**config.mk**
```make
export PLATFORM = sky130hd
export DESIGN_NAME = atomic_link_monitor
export DESIGN_NICKNAME = d
export VERILOG_FILES = /design/src/rtl/atomic_link_pkg.sv /design/src/rtl/link_op_decode.sv /design/src/rtl/link_addr_match.sv /design/src/rtl/link_state_reg.sv /design/src/rtl/atomic_link_monitor.sv
export SDC_FILE = /design/constraint.sdc
export NUM_CORES = 1
export LEC_CHECK = 0
export ABC_AREA = 1
export ABC_CLOCK_PERIOD_IN_PS = 2600
export CORE_MARGIN = 2
export CORE_UTILIZATION = 56
export CTS_BUF_LIST = sky130_fd_sc_hd__clkbuf_16
export DETAILED_ROUTE_END_ITERATION = 8
export DONT_BUFFER_PORTS = 1
export GPL_TIMING_DRIVEN = 0
export PLACE_DENSITY = 0.76
export SETUP_SLACK_MARGIN = 0.2
export SLEW_MARGIN = 0
export SYNTH_ARGS = -nofsm -noshare
export SYNTH_HDL_FRONTEND = slang
export SYNTH_SLANG_ARGS = --single-unit
```
**constraint.sdc**
```tcl
create_clock -name clk -period 2.6 [get_ports clk]
set_input_delay 0.26 -clock clk [delete_from_list [all_inputs] [get_ports clk]]
set_output_delay 0.26 -clock clk [all_outputs]
set_load 0.01 [all_outputs]
```
**src/rtl/atomic_link_pkg.sv**
```systemverilog
// Package: shared operation type for the link monitor.
// Assumes the pipeline presents at most one event per cycle.
package atomic_link_pkg;
    typedef enum logic [2:0] {
        LOP_IDLE = 3'd0,
        LOP_LOAD = 3'd1,
        LOP_COND = 3'd2,
        LOP_STORE = 3'd3,
        LOP_ERET = 3'd4
    } link_op_e;
endpackage

```
**src/rtl/link_op_decode.sv**
```systemverilog
// Module: turns the four event strobes into one operation code.
// Assumes the strobes are mutually exclusive; the fixed priority only
// matters if that assumption is broken.
module link_op_decode
    import atomic_link_pkg::*;
(
    input  logic     ll_valid,
    input  logic     sc_valid,
    input  logic     st_valid,
    input  logic     eret_valid,
    output link_op_e op
);
    // Purpose: pick the operation for this cycle.
    always_comb begin
        op = LOP_IDLE;
        if (eret_valid)
            op = LOP_ERET;
        else if (sc_valid)
            op = LOP_COND;
        else if (ll_valid)
            op = LOP_LOAD;
        else if (st_valid)
            op = LOP_STORE;
    end
endmodule

```
**src/rtl/link_addr_match.sv**
```systemverilog
// Module: compares a probe word address against the linked word address.
// GRAIN_LSB widens the reservation granule by ignoring low address bits.
// Assumes both addresses are word addresses of the same width.
module link_addr_match #(
    parameter int ADDR_W    = 30,
    parameter int GRAIN_LSB = 0
) (
    input  logic [ADDR_W-1:0] link_addr,
    input  logic [ADDR_W-1:0] probe_addr,
    output logic              hit
);
    logic [ADDR_W-1:0] diff;

    // Purpose: equality over the granule bits only.
    always_comb begin
        diff = (link_addr ^ probe_addr) >> GRAIN_LSB;
        hit  = (diff == '0);
    end
endmodule

```
**src/rtl/link_state_reg.sv**
```systemverilog
// Module: holds the link flag and the linked word address.
// Assumes op is one event per cycle, and st_hit is valid whenever
// op is a store.
module link_state_reg
    import atomic_link_pkg::*;
#(
    parameter int ADDR_W = 30
) (
    input  logic              clk,
    input  logic              rst_n,
    input  link_op_e          op,
    input  logic [ADDR_W-1:0] ll_addr,
    input  logic              st_hit,
    output logic              link_q,
    output logic [ADDR_W-1:0] addr_q
);
    // Purpose: update the link on each event.
    always_ff @(posedge clk) begin
        if (!rst_n) begin
            link_q <= 1'b0;
            addr_q <= '0;
        end else begin
            case (op)
                LOP_LOAD: begin
                    link_q <= 1'b1;
                    addr_q <= ll_addr;
                end
                LOP_COND: link_q <= 1'b0;
                LOP_ERET: link_q <= 1'b0;
                LOP_STORE: if (st_hit) link_q <= 1'b0;
                default: ;
            endcase
        end
    end

    assert_load_arms_R2: assert property (@(posedge clk) disable iff (!rst_n)
        (op == LOP_LOAD) |=> (link_q && addr_q == $past(ll_addr)));
    assert_cond_clears_R5: assert property (@(posedge clk) disable iff (!rst_n)
        (op == LOP_COND) |=> !link_q);
    assert_eret_clears_R7: assert property (@(posedge clk) disable iff (!rst_n)
        (op == LOP_ERET) |=> !link_q);
    assert_store_hit_clears_R6: assert property (@(posedge clk) disable iff (!rst_n)
        (op == LOP_STORE && st_hit) |=> !link_q);
    assert_store_miss_keeps_R6: assert property (@(posedge clk) disable iff (!rst_n)
        (op == LOP_STORE && !st_hit) |=> (link_q == $past(link_q)));
endmodule

```
**src/rtl/atomic_link_monitor.sv**
```systemverilog
// Module: top of the load-linked / store-conditional monitor.
// It grants a store-conditional in the same cycle when the link is armed
// and the address matches, and drives the 0/1 destination value.
// Assumes at most one event strobe per cycle and word addresses on all ports.
module atomic_link_monitor
    import atomic_link_pkg::*;
#(
    parameter int ADDR_W    = 30,
    parameter int XLEN      = 32,
    parameter int GRAIN_LSB = 0
) (
    input  logic              clk,
    input  logic              rst_n,
    input  logic              ll_valid,
    input  logic [ADDR_W-1:0] ll_addr,
    input  logic              sc_valid,
    input  logic [ADDR_W-1:0] sc_addr,
    input  logic              st_valid,
    input  logic [ADDR_W-1:0] st_addr,
    input  logic              eret_valid,
    output logic              sc_grant,
    output logic [XLEN-1:0]   sc_rd_value
);
    localparam int PAD_W = XLEN - 1;

    link_op_e          op;
    logic              link_q;
    logic [ADDR_W-1:0] addr_q;
    logic              sc_hit;
    logic              st_hit;

    link_op_decode u_dec (
        .ll_valid   (ll_valid),
        .sc_valid   (sc_valid),
        .st_valid   (st_valid),
        .eret_valid (eret_valid),
        .op         (op)
    );

    link_addr_match #(.ADDR_W(ADDR_W), .GRAIN_LSB(GRAIN_LSB)) u_sc_match (
        .link_addr  (addr_q),
        .probe_addr (sc_addr),
        .hit        (sc_hit)
    );

    link_addr_match #(.ADDR_W(ADDR_W), .GRAIN_LSB(GRAIN_LSB)) u_st_match (
        .link_addr  (addr_q),
        .probe_addr (st_addr),
        .hit        (st_hit)
    );

    link_state_reg #(.ADDR_W(ADDR_W)) u_state (
        .clk     (clk),
        .rst_n   (rst_n),
        .op      (op),
        .ll_addr (ll_addr),
        .st_hit  (st_hit),
        .link_q  (link_q),
        .addr_q  (addr_q)
    );

    // Purpose: decide the grant and form the destination value.
    always_comb begin
        sc_grant    = (op == LOP_COND) && link_q && sc_hit;
        sc_rd_value = {{PAD_W{1'b0}}, sc_grant};
    end

    assert_single_event_R10: assert property (@(posedge clk) disable iff (!rst_n)
        $countones({ll_valid, sc_valid, st_valid, eret_valid}) <= 1);
    assert_grant_needs_link_R9: assert property (@(posedge clk) disable iff (!rst_n)
        sc_grant |-> (sc_valid && link_q && sc_addr == addr_q));
    assert_grant_only_on_cond_R3: assert property (@(posedge clk) disable iff (!rst_n)
        !sc_valid |-> !sc_grant);
endmodule

```
* Word-level counts from Yosys, hierarchy flattened *
Index checks and enable logic that the tools add are counted.

word-level totals
  word-level logic and storage cells = 22
  output and inout bits = 33
  flip-flop bits (word level) = 31
  input port bits = 96

operators by class
  mux-type cells = 6
  equal/unequal tests = 5
  reduce and logical (&&, ||, !) cells = 7
  bitwise logic cells = 2

operator list
  operator                                                                number
  30-bit zero test                                                        2
  30-bit bitwise XOR                                                      2
  3-bit 2-to-1 mux                                                        3
  3-bit by 2-bit equality test with 1-bit output (second input constant)  2
  3-bit by 1-bit equality test with 1-bit output (second input constant)  1
  3-bit equality test (second input constant)                             1
  1-bit one-hot mux with 3 select lines                                   1
  3-bit nonzero test                                                      1
  1-bit logical AND                                                       2
  2-bit 2-to-1 mux                                                        1
  2-bit inequality test (second input constant)                           1
  2-bit AND reduction                                                     1
  2-bit OR reduction                                                      1
  1-bit 2-to-1 mux                                                        1

* Longest topological paths before layout *
Gate-level depths: netlist of the first run.

  word-level depth = 8
  gate-level depth with buffers = 10
  gate-level depth less buffers = 10

* By module *
A second synthesis of the first run with hierarchy kept.

unflattened totals
  cell total of the unflattened synthesis = 514
  area, all modules = 2781.4 µm²

modules (own cells, without submodules)
  module               area an instance (µm²)  cells an instance  sequential area each (µm²)  instances
  link_addr_match      623.1                   162                0.0                         2
  link_state_reg       1222.4                  145                620.6                       1
  atomic_link_monitor  271.5                   38                 0.0                         1
  link_op_decode       41.3                    7                  0.0                         1

* Worst setup path before layout of the first run *
Ideal clock, no wire load.

  path type = flip-flop to output port
  start = register u_state.addr_q[4]
  end = output sc_rd_value[0]
  buffers on the path = 1
  required time = 2.340 ns
  setup slack = 1.125 ns
  arrival = 1.215 ns
  stages on the path, launching flop included = 9
  cells stage by stage = dfxtp_1 -> inv_1 -> a22o_1 -> nor2_1 -> nand2_1 -> nor2_1 -> nand3_1 -> nor2_1 -> buf_4

between the ends
  cells in the longest elaborated chain, start to end = 3

ends and longest elaborated chain
  item                      line                       RTL
  start: declaration        link_state_reg.sv:15       output logic [ADDR_W-1:0] addr_q
  start signal: assignment  link_state_reg.sv:26       addr_q <= ll_addr;
  30-bit bitwise XOR        link_addr_match.sv:16      diff = (link_addr ^ probe_addr) >> GRAIN_LSB;
  30-bit zero test          link_addr_match.sv:17      hit = (diff == '0);
  1-bit logical AND         atomic_link_monitor.sv:64  sc_grant = (op == LOP_COND) && link_q && sc_hit;
  end: declaration          atomic_link_monitor.sv:22  output logic [XLEN-1:0] sc_rd_value

No other way between the ends.

* Final worst setup path of the first run *
  start = register u_state.addr_q[1]
  end = output sc_rd_value[0]

Same word-level chain as after synthesis.

==> flow_summary.json, run 1 <==
{
  "pin_count": 129,
  "path_class": "reg -> out",
  "cts_tree": "yes",
  "synth_edf_count": 0,
  "layout.nets": 453,
  "ys.flop_type": "dfxtp_1",
  "critical_path.max_fanout": 3,
  "gp_congestion": 0.870,
  "cts_hold_buf": 0,
  "yosys.area.top_type": "dfxtp_1",
  "cts_setup_buffers": 0,
  "synthesis.area_sq_mm": 0.00219,
  "finalPower_mw": 1.36,
  "fp.dieH_microns": 66.5,
  "reg2reg_to": "u_state.link_q$_SDFFE_PN0P_",
  "clock_path_buffers": 2,
  "grt_max_degree": 11,
  "start_kind": "register",
  "synth-seq-cells": 31,
  "min_to": "u_state.addr_q[10]$_SDFFE_PN0N_",
  "maxUsedRoutingLayer": "met4",
  "cts.sinks": 31,
  "setup-violations-final": 0,
  "synthTopCellsByArea": "dfxtp_1 28%, nand2_1 12%, buf_4 11%",
  "htree_levels": 2,
  "yosys.cell_types.count": 25,
  "diodes": 0,
  "yosysTopAreaCellShare_pct": 28.3,
  "async_flop_share_pct": 0,
  "initial_core_util_pct": 59.0,
  "worstHoldPathCells": 2,
  "fin_area_sq_mm": 0.00253,
  "synth_cells": 320,
  "fin_worst_skew_ns": 0.00241,
  "fp-row-count": 22,
  "clk_latency_ns": 0.27,
  "min_path_type": "in -> reg",
  "clkSlewWorstSetupHoldPaths_ns": 0.05,
  "hold_ws_ns": 0.121,
  "via_per_inst": 4.81,
  "syn_area_per_cell_sq_um": 6.85,
  "drc_errors": 0,
  "grt_usage_pct": 25.0,
  "overflow": 0,
  "maxCapViolCount": 0,
  "vias": 1952,
  "m1WireLength_microns": 2090,
  "ant_nets": 0,
  "ir_worst_vdd_mv": 0.369,
  "drt_wl_total_microns": 5250,
  "slew_violations": 0,
  "wl_met3_microns": 685,
  "wl_per_cell_microns": 12.9,
  "cp_data_arrival_time_ns": 1.72,
  "max_freq_mhz": 506,
  "fin_util_pct": 68.0,
  "rsz0062_at_grt": "no",
  "required_ns": 2.34,
  "dp_hpwl_microns": 4330,
  "dpl-instance-area_sq_mm": 0.00236,
  "synth.most_common_cell": "nand2_1",
  "final.setup.tns_ns": 0,
  "root_buffer": "clkbuf_16",
  "syn2layout_area_growth_pct": 15.4,
  "yosysSeqAreaShare_pct": 28.3,
  "drive_gt1_share_pct": 14.5,
  "hold_path_startpoint": "rst_n",
  "r2r-start": "u_state.addr_q[22]$_SDFFE_PN0N_",
  "core_sq_mm": 0.00372,
  "io_buffers": 0,
  "leakagePower_nw": 1.16,
  "ctsResizeCount": 0,
  "yosys_warnings": 0,
  "wl_met2_microns": 2450,
  "status": "completed",
  "r2r_slack_ns": 1.40,
  "drtIter0Drc": 90,
  "grt_pass1_vias": 1796,
  "firstDrtPassIters": 4,
  "die_x_microns": 66.5,
  "cts_buffers": 5,
  "period_share_pct": 76.0,
  "synthTopCellsByCount": "69 x nand2_1, 36 x inv_1, 32 x buf_4",
  "r2r_cells": 8,
  "dieArea_sq_mm": 0.00443,
  "p_per_area_mw_per_mm2": 538,
  "grt_pass1_wl_microns": 8270,
  "crit_path_end_kind": "output port",
  "fin_crit_ns": 1.98,
  "antenna_found_initial": 0,
  "finalHoldViolCount": 0
}
## flip-flops by register name (all words and copies together) (netlist names)
signal,count
u_state.addr_q,30
u_state.link_q,1
## cell families (layout without fill, tap and decap cells)
kind of cell    after synthesis  after routing  share of synthesized area, %
other cells                   1             31                         0.171
simple gates                106            106                          20.1
buf+inv                      76             84                          20.2
xor+xnor                     32             32                          12.8
compound gates               74             74                          18.4
flops                        31             31                          28.3
## metrics by stage
stage | setup slack, ns | cells
final | 0.625 | 406
after CTS | 0.591 | 406
after global placement | 0.903 | 398
after global routing | 0.477 | 406
after detailed placement | 0.901 | 398
after floorplan | 1.13 | 350
## cells in the final DEF (no fill, tap or decap), drive strengths merged
cell / count
nor3: 1
nand2: 70
buf: 37
nor4: 4
nand3: 6
o211ai: 1
dfxtp: 31
xor2: 11
bufinv: 1
inv: 37
o21ai: 33
a22o: 2
a21oi: 32
clkinv: 2
nand4: 1
conb: 31
o22ai: 6
clkbuf: 7
nor2: 24
xnor2: 21
## how the worst max path moves through the flow
stage | slack, ns | cells after the start | end | start
floorplan | 1.13 | 8 | sc_rd_value[0] | u_state.addr_q[4]$_SDFFE_PN0N_
finish | 0.62 | 5 | sc_rd_value[0] | u_state.addr_q[1]$_SDFFE_PN0N_
global route | 0.48 | 9 | sc_rd_value[0] | u_state.addr_q[15]$_SDFFE_PN0N_
CTS | 0.59 | 8 | sc_rd_value[0] | u_state.addr_q[13]$_SDFFE_PN0N_
global placement | 0.90 | 5 | sc_rd_value[0] | u_state.addr_q[1]$_SDFFE_PN0N_
detailed placement | 0.90 | 8 | sc_rd_value[0] | u_state.addr_q[13]$_SDFFE_PN0N_
## per-layer routing
metal,track usage [%],vias to the layer above
met2,40.6,90
li1,-,1030
met4,7.65,0
met3,8.78,4
met1,31.0,828
met5,0,-
## layout make-up
class	instances	area, sq um
multi-input cells	243	1240
fillers	357	1190
plain buffers	39	304
clock inverters	3	38.8
well taps	48	60.1
flip-flops and latches	31	621
inverters	37	139
clock buffers	5	125
## critical path, stage by stage, from the launching register on
cell     delay [ns]
dfxtp_1        0.32
xor2_1         0.19
nor4_1         0.38
nand3_1        0.12
nor2_1         0.26
buf_4          0.18
## where the power goes
part           total [mW]  leakage, nW  switching (mW)  internal, mW
Combinational       0.211        0.824           0.110         0.101
Sequential          0.506        0.252          0.0126         0.494
Clock               0.644       0.0812           0.198         0.446
Power figures use the tool's default switching activity.
==> inputs of run 2 (changes only) <==
--- a/config.mk
+++ b/config.mk
@@ -6,14 +6,14 @@
 export NUM_CORES = 1
 export LEC_CHECK = 0
 export ABC_AREA = 1
-export ABC_CLOCK_PERIOD_IN_PS = 2600
+export ABC_CLOCK_PERIOD_IN_PS = 1780
 export CORE_MARGIN = 2
 export CORE_UTILIZATION = 56
 export CTS_BUF_LIST = sky130_fd_sc_hd__clkbuf_16
 export DETAILED_ROUTE_END_ITERATION = 8
 export DONT_BUFFER_PORTS = 1
 export GPL_TIMING_DRIVEN = 0
-export PLACE_DENSITY = 0.76
+export PLACE_DENSITY = 0.79
 export SETUP_SLACK_MARGIN = 0.2
 export SLEW_MARGIN = 0
 export SYNTH_ARGS = -nofsm -noshare
==> constraint.sdc (replaced) <==
create_clock -name clk -period 1.78 [get_ports clk]
set_input_delay 0.178 -clock clk [delete_from_list [all_inputs] [get_ports clk]]
set_output_delay 0.178 -clock clk [all_outputs]
set_load 0.01 [all_outputs]
==> run 2 against run 1 <==
- setup slack lost 0.60 ns
- worst hold slack lost 0.092 ns
- combinational power rose by 61%
- sequential power is 47% higher
- total power grew 49%
- non-clock buffer count up 7
- routed wire length increased by 10%
- die area unchanged
- sequential cell count is the same
- critical path depth is 2 higher
- register-to-register slack got worse by 0.92 ns
==> flow_summary.json, run 2 (synthesized netlist as in run 1, its figures left out) <==
{
  "status": "completed",
  "p_per_area_mw_per_mm2": 753,
  "drive_gt1_share_pct": 27.1,
  "hold_ws_ns": 0.0286,
  "crit_path_end_kind": "output port",
  "mostFrequentLayoutCell": "nand2_1",
  "vias": 2064,
  "intPower_mw": 1.53,
  "htree_levels": 2,
  "io_buffers": 0,
  "grt_max_degree": 11,
  "fin_worst_skew_ns": 0.00230,
  "clk_latency_ns": 0.28,
  "cp_data_arrival_time_ns": 1.58,
  "p_clk_share_pct": 46.6,
  "dp_hpwl_microns": 4470,
  "layout.nets": 460,
  "max_freq_mhz": 570,
  "p_seq_share_pct": 36.7,
  "critical_path.max_fanout": 3,
  "finalHoldViolCount": 0,
  "finalPower_mw": 2.03,
  "fin_crit_ns": 1.75,
  "start_kind": "register",
  "period_share_pct": 98.5,
  "stdcell_count": 413,
  "gp_congestion": 0.860,
  "cts.sinks": 31,
  "slew_violations": 0,
  "root_buffer": "clkbuf_16",
  "clkSlewWorstSetupHoldPaths_ns": 0.05,
  "antenna_found_initial": 0,
  "dp_cells": 398,
  "dpl-instance-area_sq_mm": 0.00236,
  "dieArea_sq_mm": 0.00443,
  "cts_tree": "yes",
  "final.setup.tns_ns": 0,
  "path_class": "reg -> out",
  "die_x_microns": 66.5,
  "drt_wl_total_microns": 5780,
  "diodes": 0,
  "setup-violations-final": 0,
  "fp.dieH_microns": 66.5,
  "largest_reg_flops": 30,
  "ir_worst_vdd_mv": 0.669,
  "maxCapViolCount": 0,
  "fin_area_sq_mm": 0.00269,
  "pwr-share-comb_pct": 16.7,
  "core_sq_mm": 0.00372,
  "drc_errors": 0,
  "largest_register": "u_state.addr_q",
  "fp-row-count": 22,
  "wl_per_cell_microns": 14.0,
  "clock_path_buffers": 2,
  "top_regs": "u_state.addr_q (30), u_state.link_q (1)",
  "grt_pass1_wl_microns": 8540,
  "p_sw_uw": 491,
  "pin_count": 129,
  "overflow": 0,
  "cts_buffers": 5,
  "grt_usage_pct": 26.4,
  "switching_share_pct": 24.2,
  "via_per_inst": 5.00,
  "ant_nets": 0,
  "drtIter0Drc": 138,
  "syn2layout_area_growth_pct": 22.9,
  "required_ns": 1.60,
  "cts_hold_buf": 0,
  "leakagePower_nw": 1.21,
  "min_path_type": "in -> reg",
  "mostFrequentLayoutCells": "68 x nand2_1, 38 x buf_4, 31 x a21oi_1, 31 x conb_1, 29 x inv_1",
  "initial_core_util_pct": 59.0,
  "firstDrtPassIters": 4,
  "grt_pass1_vias": 1893,
  "rsz0062_at_grt": "yes"
}
-- run 2: cell count changes in the layout (fill, tap and decap cells not counted), sizes merged --
cell  before  now
buf       37   44
-- run 2: critical path, stage by stage (launching register included) --
cell and delay (ns):
dfxtp_1 0.33, inv_1 0.08, nand2_1 0.08, nand3_2 0.10
nor4_4 0.31, nand3_2 0.13, nor2_4 0.15, buf_6 0.12
-- run 2: layer usage --
layer  global-route usage, %  vias up  part of all wire, %
li1                        -     1047                    -
met1                    29.5      908                   35
met2                    45.5      101                   52
met3                    11.8        8                   12
met4                    6.38        0                  1.3
met5                       0        -                    0
-- run 2: path summary, 6_finish.rpt --
path                                                       from                         endpoint  slack [ns]  depth (start not counted)
worst max-delay path             u_state.addr_q[6]$_SDFFE_PN0N_                   sc_rd_value[0]        0.03                          7
worst min-delay path                                      rst_n  u_state.addr_q[10]$_SDFFE_PN0N_        0.03                          2
worst max register to register  u_state.addr_q[22]$_SDFFE_PN0N_      u_state.link_q$_SDFFE_PN0P_        0.48                          9
worst min register to register  u_state.addr_q[10]$_SDFFE_PN0N_  u_state.addr_q[10]$_SDFFE_PN0N_        0.47                          2
-- run 2: layout make-up --
type / count / area [sq um]
plain buffers: 39 / 308
clock buffers: 5 / 125
clock inverters: 3 / 38.8
fillers: 349 / 1020
inverters: 37 / 139
multi-input cells: 243 / 1330
flip-flops and latches: 31 / 642
well taps: 48 / 60.1
repair buffers: 7 / 52.6
-- run 2: through the flow --
step	worst slack, ns	utilization, %
after floorplan	0.387	-
after global placement	0.155	63.6
after detailed placement	0.144	63.6
after CTS	0.0138	69.9
after global routing	-0.0579	72.5
final	0.0258	72.5
-- run 2: timing repair --
action                     in CTS  in global routing
setup buffers                   4                  3
pin swaps                      11                 18
resized for setup              18                 26
setup endpoints to repair       2                  2
-- run 2: power groups by stage --
stage	clock, mW	combinational [mW]	sequential (mW)
final	0.944	0.339	0.744
after detailed placement	0	0.305	0.754
after global routing	1.00	0.380	0.746
after global placement	0	0.300	0.753
after floorplan	0	0.265	0.751
after CTS	0.958	0.318	0.741
==> inputs of run 3 (changes only) <==
--- a/config.mk
+++ b/config.mk
@@ -7,7 +7,6 @@
 export LEC_CHECK = 0
 export ABC_AREA = 1
 export ABC_CLOCK_PERIOD_IN_PS = 1780
-export CORE_MARGIN = 2
 export CORE_UTILIZATION = 56
 export CTS_BUF_LIST = sky130_fd_sc_hd__clkbuf_16
 export DETAILED_ROUTE_END_ITERATION = 8
==> run 3 against run 2 <==
- design area decreased by 2.4%
- clock power down 16%
- setup slack better by 0.017 ns
- critical path depth fell by 1
- sequential share of layout area rose by 0.40 points
- utilization decreased by 1.8 points
- die area shrank 5.9%
==> flow_summary.json, run 3 (synthesized netlist as in run 1, its figures left out) <==
{
  "status": "completed",
  "period_share_pct": 97.6,
  "mostFrequentLayoutCells": "66 x nand2_1, 35 x buf_4, 31 x a21oi_1, 31 x conb_1, 26 x inv_1",
  "maxCapViolCount": 0,
  "clkSlewWorstSetupHoldPaths_ns": 0.05,
  "ant_nets": 0,
  "firstDrtPassIters": 4,
  "io_buffers": 0,
  "fin_util_pct": 70.7,
  "path_cells": "inv_1 > o211ai_1 > nor4_2 > nand3_1 > nor2_4 > buf_6",
  "dieArea_sq_mm": 0.00417,
  "clock_path_buffers": 2,
  "slew_violations": 0,
  "fp-row-count": 22,
  "crit_path_end_kind": "output port",
  "root_buffer": "clkbuf_16",
  "dp_hpwl_microns": 4390,
  "finalHoldViolCount": 0,
  "r2r-start": "u_state.addr_q[22]$_SDFFE_PN0N_",
  "crit_family": "simple AND/OR/NAND/NOR gates",
  "drive_gt1_share_pct": 25.4,
  "top_regs": "u_state.addr_q (30), u_state.link_q (1)",
  "setup-violations-final": 0,
  "start_kind": "register",
  "wl_per_cell_microns": 13.4,
  "max_freq_mhz": 576,
  "die_x_microns": 64.5,
  "reg2reg_to": "u_state.link_q$_SDFFE_PN0P_",
  "cts_buffers": 5,
  "min_to": "u_state.addr_q[10]$_SDFFE_PN0N_",
  "drc_errors": 0,
  "p_per_area_mw_per_mm2": 712,
  "htree_levels": 2,
  "cts_tree": "yes",
  "core_sq_mm": 0.00372,
  "min_path_type": "in -> reg",
  "drt_wl_total_microns": 5470,
  "largest_reg_flops": 30,
  "grt_pass1_vias": 1824,
  "rsz0062_at_grt": "yes",
  "critPathBufInv": 2,
  "largest_register": "u_state.addr_q",
  "fin_worst_skew_ns": 0.00379,
  "finalPower_mw": 1.87,
  "gp_congestion": 0.863,
  "ir_worst_vdd_mv": 0.601,
  "layout.nets": 457,
  "grt_max_degree": 11,
  "r2r_slack_ns": 0.46,
  "diodes": 0,
  "mostFrequentLayoutCell": "nand2_1",
  "syn2layout_area_growth_pct": 19.9,
  "antenna_found_initial": 0,
  "r2r_cells": 9,
  "hold_path_startpoint": "rst_n",
  "fp.dieH_microns": 64.5,
  "pin_count": 129,
  "required_ns": 1.60,
  "fin_crit_ns": 1.74,
  "cp_data_arrival_time_ns": 1.56,
  "setup_ws_ns": 0.0432,
  "cts_hold_buf": 0,
  "preCtsSetupSlack_ns": 0.166,
  "stdcell_count": 410,
  "final.setup.tns_ns": 0,
  "via_per_inst": 4.97,
  "vias": 2037,
  "slowest_delay_ns": 0.32,
  "cts.sinks": 31,
  "overflow": 0,
  "dp_cells": 398,
  "grt_usage_pct": 25.8,
  "critical_path.max_fanout": 3,
  "worstHoldPathCells": 2,
  "crit_slowest_cell": "dfxtp_2",
  "leakagePower_nw": 1.18,
  "clk_latency_ns": 0.27,
  "grt_pass1_wl_microns": 8090,
  "drtIter0Drc": 52,
  "initial_core_util_pct": 59.0,
  "path_class": "reg -> out"
}
==> run 3: worst reg2reg max path, cell delays in order, from the launching register on <==
cell     delay (ns)
dfxtp_2        0.33
buf_4          0.14
xnor2_1        0.16
nand2_1        0.07
nor2_1         0.12
nand2_1        0.08
nor2_1         0.12
nand2_1        0.08
nand2_1        0.07
a21oi_1        0.06
==> run 3: routing by layer <==
layer	track usage, %	share of wire [%]
met2	43.8	51
met5	0	0
met3	8.63	9.5
met1	30.0	38
met4	9.17	1.7
==> run 3: worst max-delay path by stage <==
stage | startpoint | endpoint | slack (ns) | cells past startpoint
after floorplan | u_state.addr_q[4]$_SDFFE_PN0N_ | sc_rd_value[0] | 0.39 | 8
after global placement | u_state.addr_q[1]$_SDFFE_PN0N_ | sc_rd_value[0] | 0.16 | 5
after detailed placement | u_state.addr_q[13]$_SDFFE_PN0N_ | sc_rd_value[0] | 0.17 | 8
after CTS | u_state.addr_q[22]$_SDFFE_PN0N_ | sc_rd_value[0] | -0.02 | 6
after global routing | u_state.addr_q[10]$_SDFFE_PN0N_ | sc_rd_value[0] | -0.05 | 6
final | u_state.addr_q[10]$_SDFFE_PN0N_ | sc_rd_value[0] | 0.04 | 6
==> run 3: repair_timing <==
item | CTS | global route
buffers inserted | 1 | 3
gates resized for setup | 10 | 31
pin swaps | 5 | 19
endpoints found under the setup margin | 2 | 2
==> run 3: report_power, final <==
group	total, mW	leakage (nW)	switching (mW)	internal (mW)
Combinational	0.331	0.857	0.175	0.156
Clock	0.797	0.0649	0.290	0.507
Sequential	0.743	0.258	0.0195	0.724
Total	1.87	1.18	0.485	1.39
==> run 3: final cells by class <==
cell class	count	area (sq um)
multi-input cells	243	1310
fillers	345	1090
flip-flops and latches	31	637
plain buffers	39	308
inverters	37	139
clock buffers	5	125
well taps	48	60.1
repair buffers	4	30.0
clock inverters	3	15.0
==> run 3: through the flow <==
step | hold slack [ns] | instance area (sq um)
after global placement | 0.322 | 2360
final | 0.0329 | 2630
after global routing | 0.0471 | 2630
after detailed placement | 0.324 | 2360
after CTS | 0.0407 | 2540
after floorplan | 0.316 | 2300
